==> config.mk <==
export PLATFORM = sky130hd
export DESIGN_NAME = rx_status_irq
export DESIGN_NICKNAME = d
export VERILOG_FILES = /design/src/rtl/rx_stat_pkg.sv /design/src/rtl/rx_cfg_regs.sv /design/src/rtl/rx_status_track.sv /design/src/rtl/rx_irq_flags.sv /design/src/rtl/rx_dbg_mux.sv /design/src/rtl/rx_status_irq.sv
export SDC_FILE = /design/constraint.sdc
export NUM_CORES = 1
export LEC_CHECK = 0
export BUFFER_PORTS_ARGS = -buffer_cell sky130_fd_sc_hd__buf_2
export CELL_PAD_IN_SITES_DETAIL_PLACEMENT = 1
export CELL_PAD_IN_SITES_GLOBAL_PLACEMENT = 1
export CORE_MARGIN = 4
export CORE_UTILIZATION = 45
export CTS_BUF_LIST = sky130_fd_sc_hd__clkbuf_4 sky130_fd_sc_hd__clkbuf_8
export DETAILED_ROUTE_END_ITERATION = 7
export PLACE_DENSITY_LB_ADDON = 0.3
export REMOVE_ABC_BUFFERS = 1
export SLEW_MARGIN = 20
export SYNTH_ARGS = -nofsm -noshare
export SYNTH_HDL_FRONTEND = slang
export SYNTH_SLANG_ARGS = --single-unit
==> constraint.sdc <==
create_clock -name clk -period 3.9 [get_ports clk]
set_input_delay 0 -clock clk [delete_from_list [all_inputs] [get_ports clk]]
set_output_delay 0 -clock clk [all_outputs]
set_load 0.02 [all_outputs]
==> src/rtl/rx_stat_pkg.sv <==
package rx_stat_pkg;
  localparam int ADR_THR = 0;
  localparam int ADR_MAP = 1;
  localparam int ADR_POL = 2;
  localparam int ADR_IEN = 3;
  localparam int ADR_CLR = 4;
  localparam int NUM_FLG = 2;
  localparam int FLG_FIFOP = 0;
  localparam int FLG_SFD = 1;
  localparam int SEL_W = 2;
  typedef enum logic [SEL_W-1:0] {
    SRC_SFD   = 2'd0,
    SRC_FIFO  = 2'd1,
    SRC_FIFOP = 2'd2,
    SRC_CCA   = 2'd3
  } dbg_src_e;
endpackage

==> src/rtl/rx_cfg_regs.sv <==
module rx_cfg_regs #(
  parameter int CNT_W   = 8,
  parameter int DATA_W  = 8,
  parameter int ADDR_W  = 3,
  parameter int RST_THR = 64,
  parameter int DBG_N   = 4
) (
  input  logic                          clk,
  input  logic                          rst,
  input  logic                          we,
  input  logic [ADDR_W-1:0]             addr,
  input  logic [DATA_W-1:0]             wdata,
  output logic [CNT_W-1:0]              thr,
  output logic [rx_stat_pkg::SEL_W*DBG_N-1:0] pin_map,
  output logic [DBG_N-1:0]              pin_pol,
  output logic [rx_stat_pkg::NUM_FLG-1:0] ien,
  output logic [rx_stat_pkg::NUM_FLG-1:0] clr
);
  import rx_stat_pkg::*;
  localparam int MAP_W = SEL_W * DBG_N;

  function automatic logic [MAP_W-1:0] ident_map();
    logic [MAP_W-1:0] m;
    m = '0;
    for (int i = 0; i < DBG_N; i++) m[SEL_W*i +: SEL_W] = SEL_W'(i);
    return m;
  endfunction

  localparam logic [MAP_W-1:0] MAP_RST = ident_map();

  logic hit_thr, hit_map, hit_pol, hit_ien, hit_clr;
  assign hit_thr = we && (addr == ADDR_W'(ADR_THR));
  assign hit_map = we && (addr == ADDR_W'(ADR_MAP));
  assign hit_pol = we && (addr == ADDR_W'(ADR_POL));
  assign hit_ien = we && (addr == ADDR_W'(ADR_IEN));
  assign hit_clr = we && (addr == ADDR_W'(ADR_CLR));

  logic unused_wdata;
  assign unused_wdata = ^wdata;

  assign clr = hit_clr ? wdata[NUM_FLG-1:0] : '0;

  always_ff @(posedge clk) begin
    if (rst) begin
      thr     <= CNT_W'(RST_THR);
      pin_map <= MAP_RST;
      pin_pol <= '0;
      ien     <= '0;
    end else begin
      if (hit_thr) thr     <= wdata[CNT_W-1:0];
      if (hit_map) pin_map <= wdata[MAP_W-1:0];
      if (hit_pol) pin_pol <= wdata[DBG_N-1:0];
      if (hit_ien) ien     <= wdata[NUM_FLG-1:0];
    end
  end

  // threshold returns to its reset value after reset
  a_r11_thr_reset: assert property (@(posedge clk) $fell(rst) |-> thr == CNT_W'(RST_THR));
endmodule

==> src/rtl/rx_status_track.sv <==
module rx_status_track #(
  parameter int CNT_W = 8
) (
  input  logic             clk,
  input  logic             rst,
  input  logic [CNT_W-1:0] fifo_count,
  input  logic             frame_done,
  input  logic             sfd_det,
  input  logic             cca_in,
  input  logic [CNT_W-1:0] thr,
  output logic             st_fifo,
  output logic             st_fifop,
  output logic             st_sfd,
  output logic             st_cca,
  output logic             nx_fifo,
  output logic             nx_fifop,
  output logic             nx_sfd,
  output logic             rise_fifop,
  output logic             rise_sfd
);
  logic frm_held, nx_frm;

  always_comb begin
    nx_fifo  = (fifo_count != '0);
    nx_frm   = frame_done | (frm_held & nx_fifo);
    nx_fifop = (fifo_count > thr) | nx_frm;
    if (sfd_det)         nx_sfd = 1'b1;
    else if (frame_done) nx_sfd = 1'b0;
    else                 nx_sfd = st_sfd;
    rise_fifop = nx_fifop & ~st_fifop;
    rise_sfd   = nx_sfd & ~st_sfd;
  end

  always_ff @(posedge clk) begin
    if (rst) begin
      frm_held <= 1'b0;
      st_fifo  <= 1'b0;
      st_fifop <= 1'b0;
      st_sfd   <= 1'b0;
      st_cca   <= 1'b0;
    end else begin
      frm_held <= nx_frm;
      st_fifo  <= nx_fifo;
      st_fifop <= nx_fifop;
      st_sfd   <= nx_sfd;
      st_cca   <= cca_in;
    end
  end

  // non-empty FIFO shows on the status bit
  a_r1_fifo_set: assert property (@(posedge clk) disable iff (rst)
    (fifo_count != '0) |=> st_fifo);
  // count above threshold raises service bit
  a_r2_thr: assert property (@(posedge clk) disable iff (rst)
    (fifo_count > thr) |=> st_fifop);
  // completed frame raises service bit
  a_r3_frame: assert property (@(posedge clk) disable iff (rst)
    frame_done |=> st_fifop);
  // delimiter pulse raises the level
  a_r4_sfd: assert property (@(posedge clk) disable iff (rst)
    sfd_det |=> st_sfd);
  // channel clear copied one cycle later
  a_r5_cca: assert property (@(posedge clk) disable iff (rst)
    cca_in |=> st_cca);
endmodule

==> src/rtl/rx_irq_flags.sv <==
module rx_irq_flags #(
  parameter int NFLG = 2
) (
  input  logic            clk,
  input  logic            rst,
  input  logic [NFLG-1:0] set,
  input  logic [NFLG-1:0] clr,
  input  logic [NFLG-1:0] ien,
  output logic [NFLG-1:0] flags,
  output logic            irq
);
  logic [NFLG-1:0] nx_flags;

  assign nx_flags = (flags & ~clr) | set;

  always_ff @(posedge clk) begin
    if (rst) begin
      flags <= '0;
      irq   <= 1'b0;
    end else begin
      flags <= nx_flags;
      irq   <= |(nx_flags & ien);
    end
  end

  for (genvar g = 0; g < NFLG; g++) begin : g_chk
    // a flag holds until cleared
    a_r7_sticky: assert property (@(posedge clk) disable iff (rst)
      (flags[g] && !clr[g]) |=> flags[g]);
    // a set event always lands in the flag
    a_r6_set: assert property (@(posedge clk) disable iff (rst)
      set[g] |=> flags[g]);
  end

  // request only with an enabled flag
  a_r8_irq: assert property (@(posedge clk) disable iff (rst)
    irq |-> (|(flags & $past(ien))));
endmodule

==> src/rtl/rx_dbg_mux.sv <==
module rx_dbg_mux #(
  parameter int DBG_N = 4
) (
  input  logic                                clk,
  input  logic                                rst,
  input  logic [3:0]                          src,
  input  logic [rx_stat_pkg::SEL_W*DBG_N-1:0] pin_map,
  input  logic [DBG_N-1:0]                    pin_pol,
  output logic [DBG_N-1:0]                    dbg_pin
);
  import rx_stat_pkg::*;

  for (genvar p = 0; p < DBG_N; p++) begin : g_pin
    logic [SEL_W-1:0] sel;
    assign sel = pin_map[SEL_W*p +: SEL_W];
    always_ff @(posedge clk) begin
      if (rst) dbg_pin[p] <= 1'b0;
      else     dbg_pin[p] <= src[sel] ^ pin_pol[p];
    end
  end
endmodule

==> src/rtl/rx_status_irq.sv <==
module rx_status_irq #(
  parameter int CNT_W   = 8,
  parameter int DATA_W  = 8,
  parameter int ADDR_W  = 3,
  parameter int RST_THR = 64,
  parameter int DBG_N   = 4
) (
  input  logic              clk,
  input  logic              rst,
  input  logic [CNT_W-1:0]  fifo_count,
  input  logic              frame_done,
  input  logic              sfd_det,
  input  logic              cca_in,
  input  logic              reg_we,
  input  logic [ADDR_W-1:0] reg_addr,
  input  logic [DATA_W-1:0] reg_wdata,
  output logic              st_fifo,
  output logic              st_fifop,
  output logic              st_sfd,
  output logic              st_cca,
  output logic [1:0]        irq_flags,
  output logic              irq,
  output logic [DBG_N-1:0]  dbg_pin
);
  import rx_stat_pkg::*;
  localparam int MAP_W = SEL_W * DBG_N;

  logic [CNT_W-1:0]   thr;
  logic [MAP_W-1:0]   pin_map;
  logic [DBG_N-1:0]   pin_pol;
  logic [NUM_FLG-1:0] ien, clr, set;
  logic nx_fifo, nx_fifop, nx_sfd, rise_fifop, rise_sfd;
  logic [3:0] src;

  rx_cfg_regs #(.CNT_W(CNT_W), .DATA_W(DATA_W), .ADDR_W(ADDR_W),
                .RST_THR(RST_THR), .DBG_N(DBG_N)) u_cfg (
    .clk(clk), .rst(rst), .we(reg_we), .addr(reg_addr), .wdata(reg_wdata),
    .thr(thr), .pin_map(pin_map), .pin_pol(pin_pol), .ien(ien), .clr(clr));

  rx_status_track #(.CNT_W(CNT_W)) u_trk (
    .clk(clk), .rst(rst), .fifo_count(fifo_count), .frame_done(frame_done),
    .sfd_det(sfd_det), .cca_in(cca_in), .thr(thr),
    .st_fifo(st_fifo), .st_fifop(st_fifop), .st_sfd(st_sfd), .st_cca(st_cca),
    .nx_fifo(nx_fifo), .nx_fifop(nx_fifop), .nx_sfd(nx_sfd),
    .rise_fifop(rise_fifop), .rise_sfd(rise_sfd));

  always_comb begin
    set = '0;
    set[FLG_FIFOP] = rise_fifop;
    set[FLG_SFD]   = rise_sfd;
    src = '0;
    src[SRC_SFD]   = nx_sfd;
    src[SRC_FIFO]  = nx_fifo;
    src[SRC_FIFOP] = nx_fifop;
    src[SRC_CCA]   = cca_in;
  end

  rx_irq_flags #(.NFLG(NUM_FLG)) u_flg (
    .clk(clk), .rst(rst), .set(set), .clr(clr), .ien(ien),
    .flags(irq_flags), .irq(irq));

  rx_dbg_mux #(.DBG_N(DBG_N)) u_dbg (
    .clk(clk), .rst(rst), .src(src), .pin_map(pin_map), .pin_pol(pin_pol),
    .dbg_pin(dbg_pin));
endmodule

# ---- Word level (Yosys, flattened, before mapping)
# Cells that the tools add are included.
dict set report word_totals {
  reg_bits 34
}
dict set report op_classes {
  order_cmp 5
  n_eq_ne 4
  muxes 11
  bitwise 15
  reduce_logical 8
}
# operator n
set ops {}
lappend ops {{< comparator 2 x 3 -> 1 bit (second input constant)} 4}
lappend ops {{binary-select mux 1 bit (select 2 bit)} 4}
lappend ops {{greater-than comparator 8 bit} 1}
lappend ops {{nonzero test 8 bit} 1}
lappend ops {{equality test 3 x 2 -> 1 bit (second input constant)} 2}
lappend ops {{two-way mux 1 bit} 6}
lappend ops {{logical AND 1 bit} 5}
lappend ops {{AND 2 bit} 2}
lappend ops {{XOR 1 bit} 4}
lappend ops {{AND 1 bit} 3}
lappend ops {{equality test 3 x 1 -> 1 bit (second input constant)} 1}
lappend ops {{equality test 3 bit (second input constant)} 1}
lappend ops {{zero test 3 bit} 1}
lappend ops {{two-way mux 2 bit} 1}
lappend ops {{NOT 1 bit} 2}
lappend ops {{NOT 2 bit} 1}
lappend ops {{bitwise OR 1 bit} 2}
lappend ops {{bitwise OR 2 bit} 1}
lappend ops {{OR reduction 2 bit} 1}

# ---- Longest topological paths before layout
dict set report depth {
  depth_word 8
  depth_mapped 7
}

# ---- Hierarchy
# A second synthesis with hierarchy kept.
dict set report hier_totals {
  cells_unflattened 166
  hier_area_um2 1752.9
}
# module instances cells_each area_each_um2 seq_area_each_um2
set modules_own_cells {}
lappend modules_own_cells {rx_cfg_regs 1 93 979.7 440.4}
lappend modules_own_cells {rx_status_track 1 47 431.7 100.1}
lappend modules_own_cells {rx_dbg_mux 1 16 220.2 80.1}
lappend modules_own_cells {rx_irq_flags 1 10 121.4 60.1}

# ---- Least setup slack after synthesis
# Ideal clock, no wire load.
dict set report synth_timing {
  path_kind {reg2reg}
  start {reg u_cfg.thr[7]}
  end {reg u_dbg.dbg_pin[0]}
  setup_time_ps 64
  t_arrival_ps 1634
  slack_ps 2202
  stages_incl_launch_ff 8
  period_less_slack_ps 1698
  cell_sequence {dfxtp_1 -> inv_1 -> ha_1 -> nand4_1 -> nor2_1 -> a21oi_1 -> or4_1 -> nand4_1}
}
dict set report synth_via {
  elab_chain_len 5
}
# element line_no
set synth_rtl {}
lappend synth_rtl {{start: declaration} rx_cfg_regs.sv:13} ;# output logic [CNT_W-1:0] thr,
lappend synth_rtl {{start signal: assignment} rx_cfg_regs.sv:45} ;# thr <= CNT_W'(RST_THR);
lappend synth_rtl {{start signal: assignment} rx_cfg_regs.sv:50} ;# if (hit_thr) thr <= wdata[CNT_W-1:0];
lappend synth_rtl {{greater-than comparator 8 bit} rx_status_track.sv:26} ;# nx_fifop = (fifo_count > thr) | nx_frm;
lappend synth_rtl {{bitwise OR 1 bit} rx_status_track.sv:26}
lappend synth_rtl {{binary-select mux 1 bit (select 2 bit)} rx_dbg_mux.sv:18} ;# else dbg_pin[p] <= src[sel] ^ pin_pol[p];
lappend synth_rtl {{two-way mux 1 bit (implied by the code)} rx_dbg_mux.sv:18}
lappend synth_rtl {{XOR 1 bit} rx_dbg_mux.sv:18}
lappend synth_rtl {{end signal: indexed assignment} rx_dbg_mux.sv:18}
lappend synth_rtl {{end: declaration} rx_dbg_mux.sv:9} ;# output logic [DBG_N-1:0] dbg_pin
# Every way passes these cells. The select of a mux whose other input is x is not followed.
# A chain may end at the register's enable or synchronous reset.

# ---- Worst setup path after layout
dict set report layout_timing {
  start {reg u_cfg.thr[7]}
  end {reg u_flg.flags[0]}
}
dict set report layout_via {
  elab_chain_len 4
}
# element line_no
set layout_rtl {}
lappend layout_rtl {{greater-than comparator 8 bit} rx_status_track.sv:26}
lappend layout_rtl {{bitwise OR 1 bit} rx_status_track.sv:26}
lappend layout_rtl {{AND 1 bit} rx_status_track.sv:30} ;# rise_fifop = nx_fifop & ~st_fifop;
lappend layout_rtl {{bitwise OR 2 bit} rx_irq_flags.sv:14} ;# assign nx_flags = (flags & ~clr) | set;
lappend layout_rtl {{end signal: assignment} rx_irq_flags.sv:21} ;# flags <= nx_flags;
lappend layout_rtl {{end: declaration} rx_irq_flags.sv:9} ;# output logic [NFLG-1:0] flags,
# Every way passes these cells.

==> results.toml <==
[status]
status = "finished clean"

[grt]
grt_max_degree = 37
grtUsageMet3 = 0.0532
grt_pass1_wl_mm = 8.54
antenna_found_initial = 0
grt_use_met2 = 0.390
grtUsageMet1 = 0.256
grt-busiest-layer = "met2"
grt_overflow = 0
grt_pass1_vias = 1731
track_usage = 0.219

[synth]
synthFlopType = "dfxtp_1"
synthAdderAreaFrac = 0.0573
synth.most_common_cell = "nor2_1"
syn_inst = 205
synthTopCellsByCount = "nor2_1, dfxtp_1, mux2i_1, inv_1, nand2_1"
synthXorXnorAreaFrac = 0
synth_edf_count = 0
ys_warn_count = 0
synth-seq-area-share = 0.389
syn_avg_cell_area_um2 = 8.53
synth_top_area_frac = 0.389
syn_area_um2 = 1750
synth_area_leader_cell = "dfxtp_1"
synth_compound_gate_area_share = 0.127
ys_types = 34
synth.area.mux_share = 0.0974
ys_seq_elements = 34
synth_area_leaders = "dfxtp_1, mux2i_1, nor2_1"
synth_top_family_by_area = "simple AND/OR/NAND/NOR gates"
synthSimpleGateAreaFrac = 0.282
async_reset_ff_frac = 0

[clocking]
cts_setup_buffers = 0
h-tree-depth = 2
clockBufferDepth = 2
clk-insertion-delay-late_ns = 0.28
tritoncts = "done"
cts_inserted_buffers = 5
clock-root-buffer = "clkbuf_8"
clkSinkCount = 34
clk_pin_slew_ns = 0.07

[layout]
finalNetCount = 281
n_antenna_cell = 0
drive_gt1_frac = 0.202
multi_input_area_um2 = 991
fin_cells = 295
seq_area_um2 = 681
area_growth_syn_to_layout_pct = 21.1
fill_cells = 465

[drt]
wl_mm = 5.02
dr.pass1.iters = 4
drt_iter0_drc = 70
via_count = 1636
viasPerCell = 5.55
routedWlPerCell_um = 17.0
post-route-drc-count = 0
ant_nets = 0

[sta]
max_slew.worst_pin.slew_ns = 0.660
fin_skew_ns = 0.00289
max_slew_margin = 0.560
finalHoldViolCount = 0
post-route-period-util = 0.500
setup_viol = 0
fin_setup_tns_ns = 0
rsz0062_at_grt = "no"
finalMaxSlewViolations = 0
min_period_ns = 1.95
holdWs_ns = 0.00870
fmax_mhz = 513
fin_ws_ns = 1.95

[power_and_ir_drop]
power_mw = 0.757
leakagePower_nw = 0.894
powerDensity_nw_per_um2 = 358
peakVddDrop_uv = 222

[floorplanning]
io-pin-count = 36
core_area_um2 = 3720
die_area_um2 = 4950
start_util = 0.470
dieWidth_um = 70.3
core.rowCount = 22
die_y_um = 70.3

[worst_setup_path]
rr_worst_depth = 7
reg2reg_to = "u_flg.flags[0]"
path_max_fanout = 9
cp-start-kind = "flip-flop"
crit_buf_inv = 1
crit_path_end_kind = "flip-flop"
cp.arrival_ns = 2.15
path_delay_family = "compound AO/OA/AOI/OAI gates"
cp.required_ns = 4.10
slowest_delay_ns = 0.52
worstSetupPathType = "flip-flop to flip-flop"
r2r-start = "u_cfg.thr[7]"
path_cells = "inv_1 -> ha_1 -> nand4_1 -> nor2_1 -> a21oi_1 -> nor3_1 -> o31ai_1"
crit_slowest_cell = "a21oi_1"
regToRegSetupSlack_ns = 1.95

[min_path]
hold_path_class = "input port to flip-flop"
holdCritStartpoint = "reg_wdata[2]"
hold_depth = 3
hold_end = "u_cfg.thr[2]"

[place]
place_congestion = 0.818
pre_cts_ws_ns = 1.97
io_buffers = 35
dp.cells = 283
hpwl_mm = 3.59

[flow_run]
cap_viol_max_count = 0
metrics by stage:
step	cell area (µm²)	utilization
detailed placement	1970	0.531
global route	2120	0.570
global placement	1970	0.531
CTS	2120	0.570
floorplan	1710	-
finish	2120	0.570
area by class of cell:
| type | instances | area share |
|---|---|---|
| clock buffer | 6 | 0.0390 |
| inverter | 12 | 0.0213 |
| multi-input combinational | 151 | 0.468 |
| sequential | 34 | 0.322 |
| tap | 48 | 0.0284 |
| timing repair buffer | 44 | 0.122 |
sequential cells by signal, summed over array words and instances, names as in the netlist:
register / cells
u_cfg.ien: 2
u_cfg.pin_map: 8
u_cfg.pin_pol: 4
u_cfg.thr: 8
u_dbg.dbg_pin: 4
u_flg.flags: 2
u_flg.irq: 1
u_trk.frm_held: 1
u_trk.st_cca: 1
u_trk.st_fifo: 1
u_trk.st_fifop: 1
u_trk.st_sfd: 1
report_power, final:
part	internal (mW)	switching [mW]
clock network	0.136	0.123
registers	0.364	0.00891
logic	0.0515	0.0741
total	0.551	0.206
cells by family after synthesis:
logic type               count (synthesis)
adder cells (fa/ha/maj)                  8
multiplexers                            17
AO/OA/AOI/OAI                           32
flip-flops                              34
AND/OR/NAND/NOR                         94
buffers and inverters                   20
worst max path at each step:
stage | to | from | cells after the start
after floorplan | u_dbg.dbg_pin[0] | u_cfg.thr[7] | 7
after global placement | u_dbg.dbg_pin[1] | u_cfg.thr[7] | 7
after detailed placement | u_flg.flags[0] | u_cfg.thr[7] | 7
after CTS | u_flg.flags[0] | u_cfg.thr[1] | 7
after global routing | u_flg.flags[0] | u_cfg.thr[1] | 7
final | u_flg.flags[0] | u_cfg.thr[7] | 7
per-layer routing:
| layer | wire [µm] | share of wire |
|---|---|---|
| met1 | 2130 | 0.42 |
| met4 | 92 | 0.018 |
| met2 | 2570 | 0.51 |
| met5 | 0 | 0 |
| met3 | 234 | 0.047 |
worst register-to-register path: cells and delay by family (launching register included):
kind	cells	cell delay (ns)
AO/OA/AOI/OAI	2	0.76
adder cells (fa/ha/maj)	1	0.31
buffers and inverters	1	0.05
flip-flops	1	0.31
AND/OR/NAND/NOR	3	0.43
repair_timing:
action / 4_1_cts / 5_1_grt
gates resized for setup: 0 / 0
hold buffers: 6 / 0
endpoints found under the hold margin: 11 / 0
cell usage in the layout (no fill, tap or decap), types with 8 or more instances in the layout:
master	netlist	routed
nor2b_1	9	9
inv_1	12	12
dfxtp_1	34	34
buf_2	0	35
o211ai_1	8	8
nor2_1	38	38
a21oi_1	9	9
nand2_1	11	11
ha_1	8	8
mux2i_1	17	17
(Power assumes the default switching activity.)
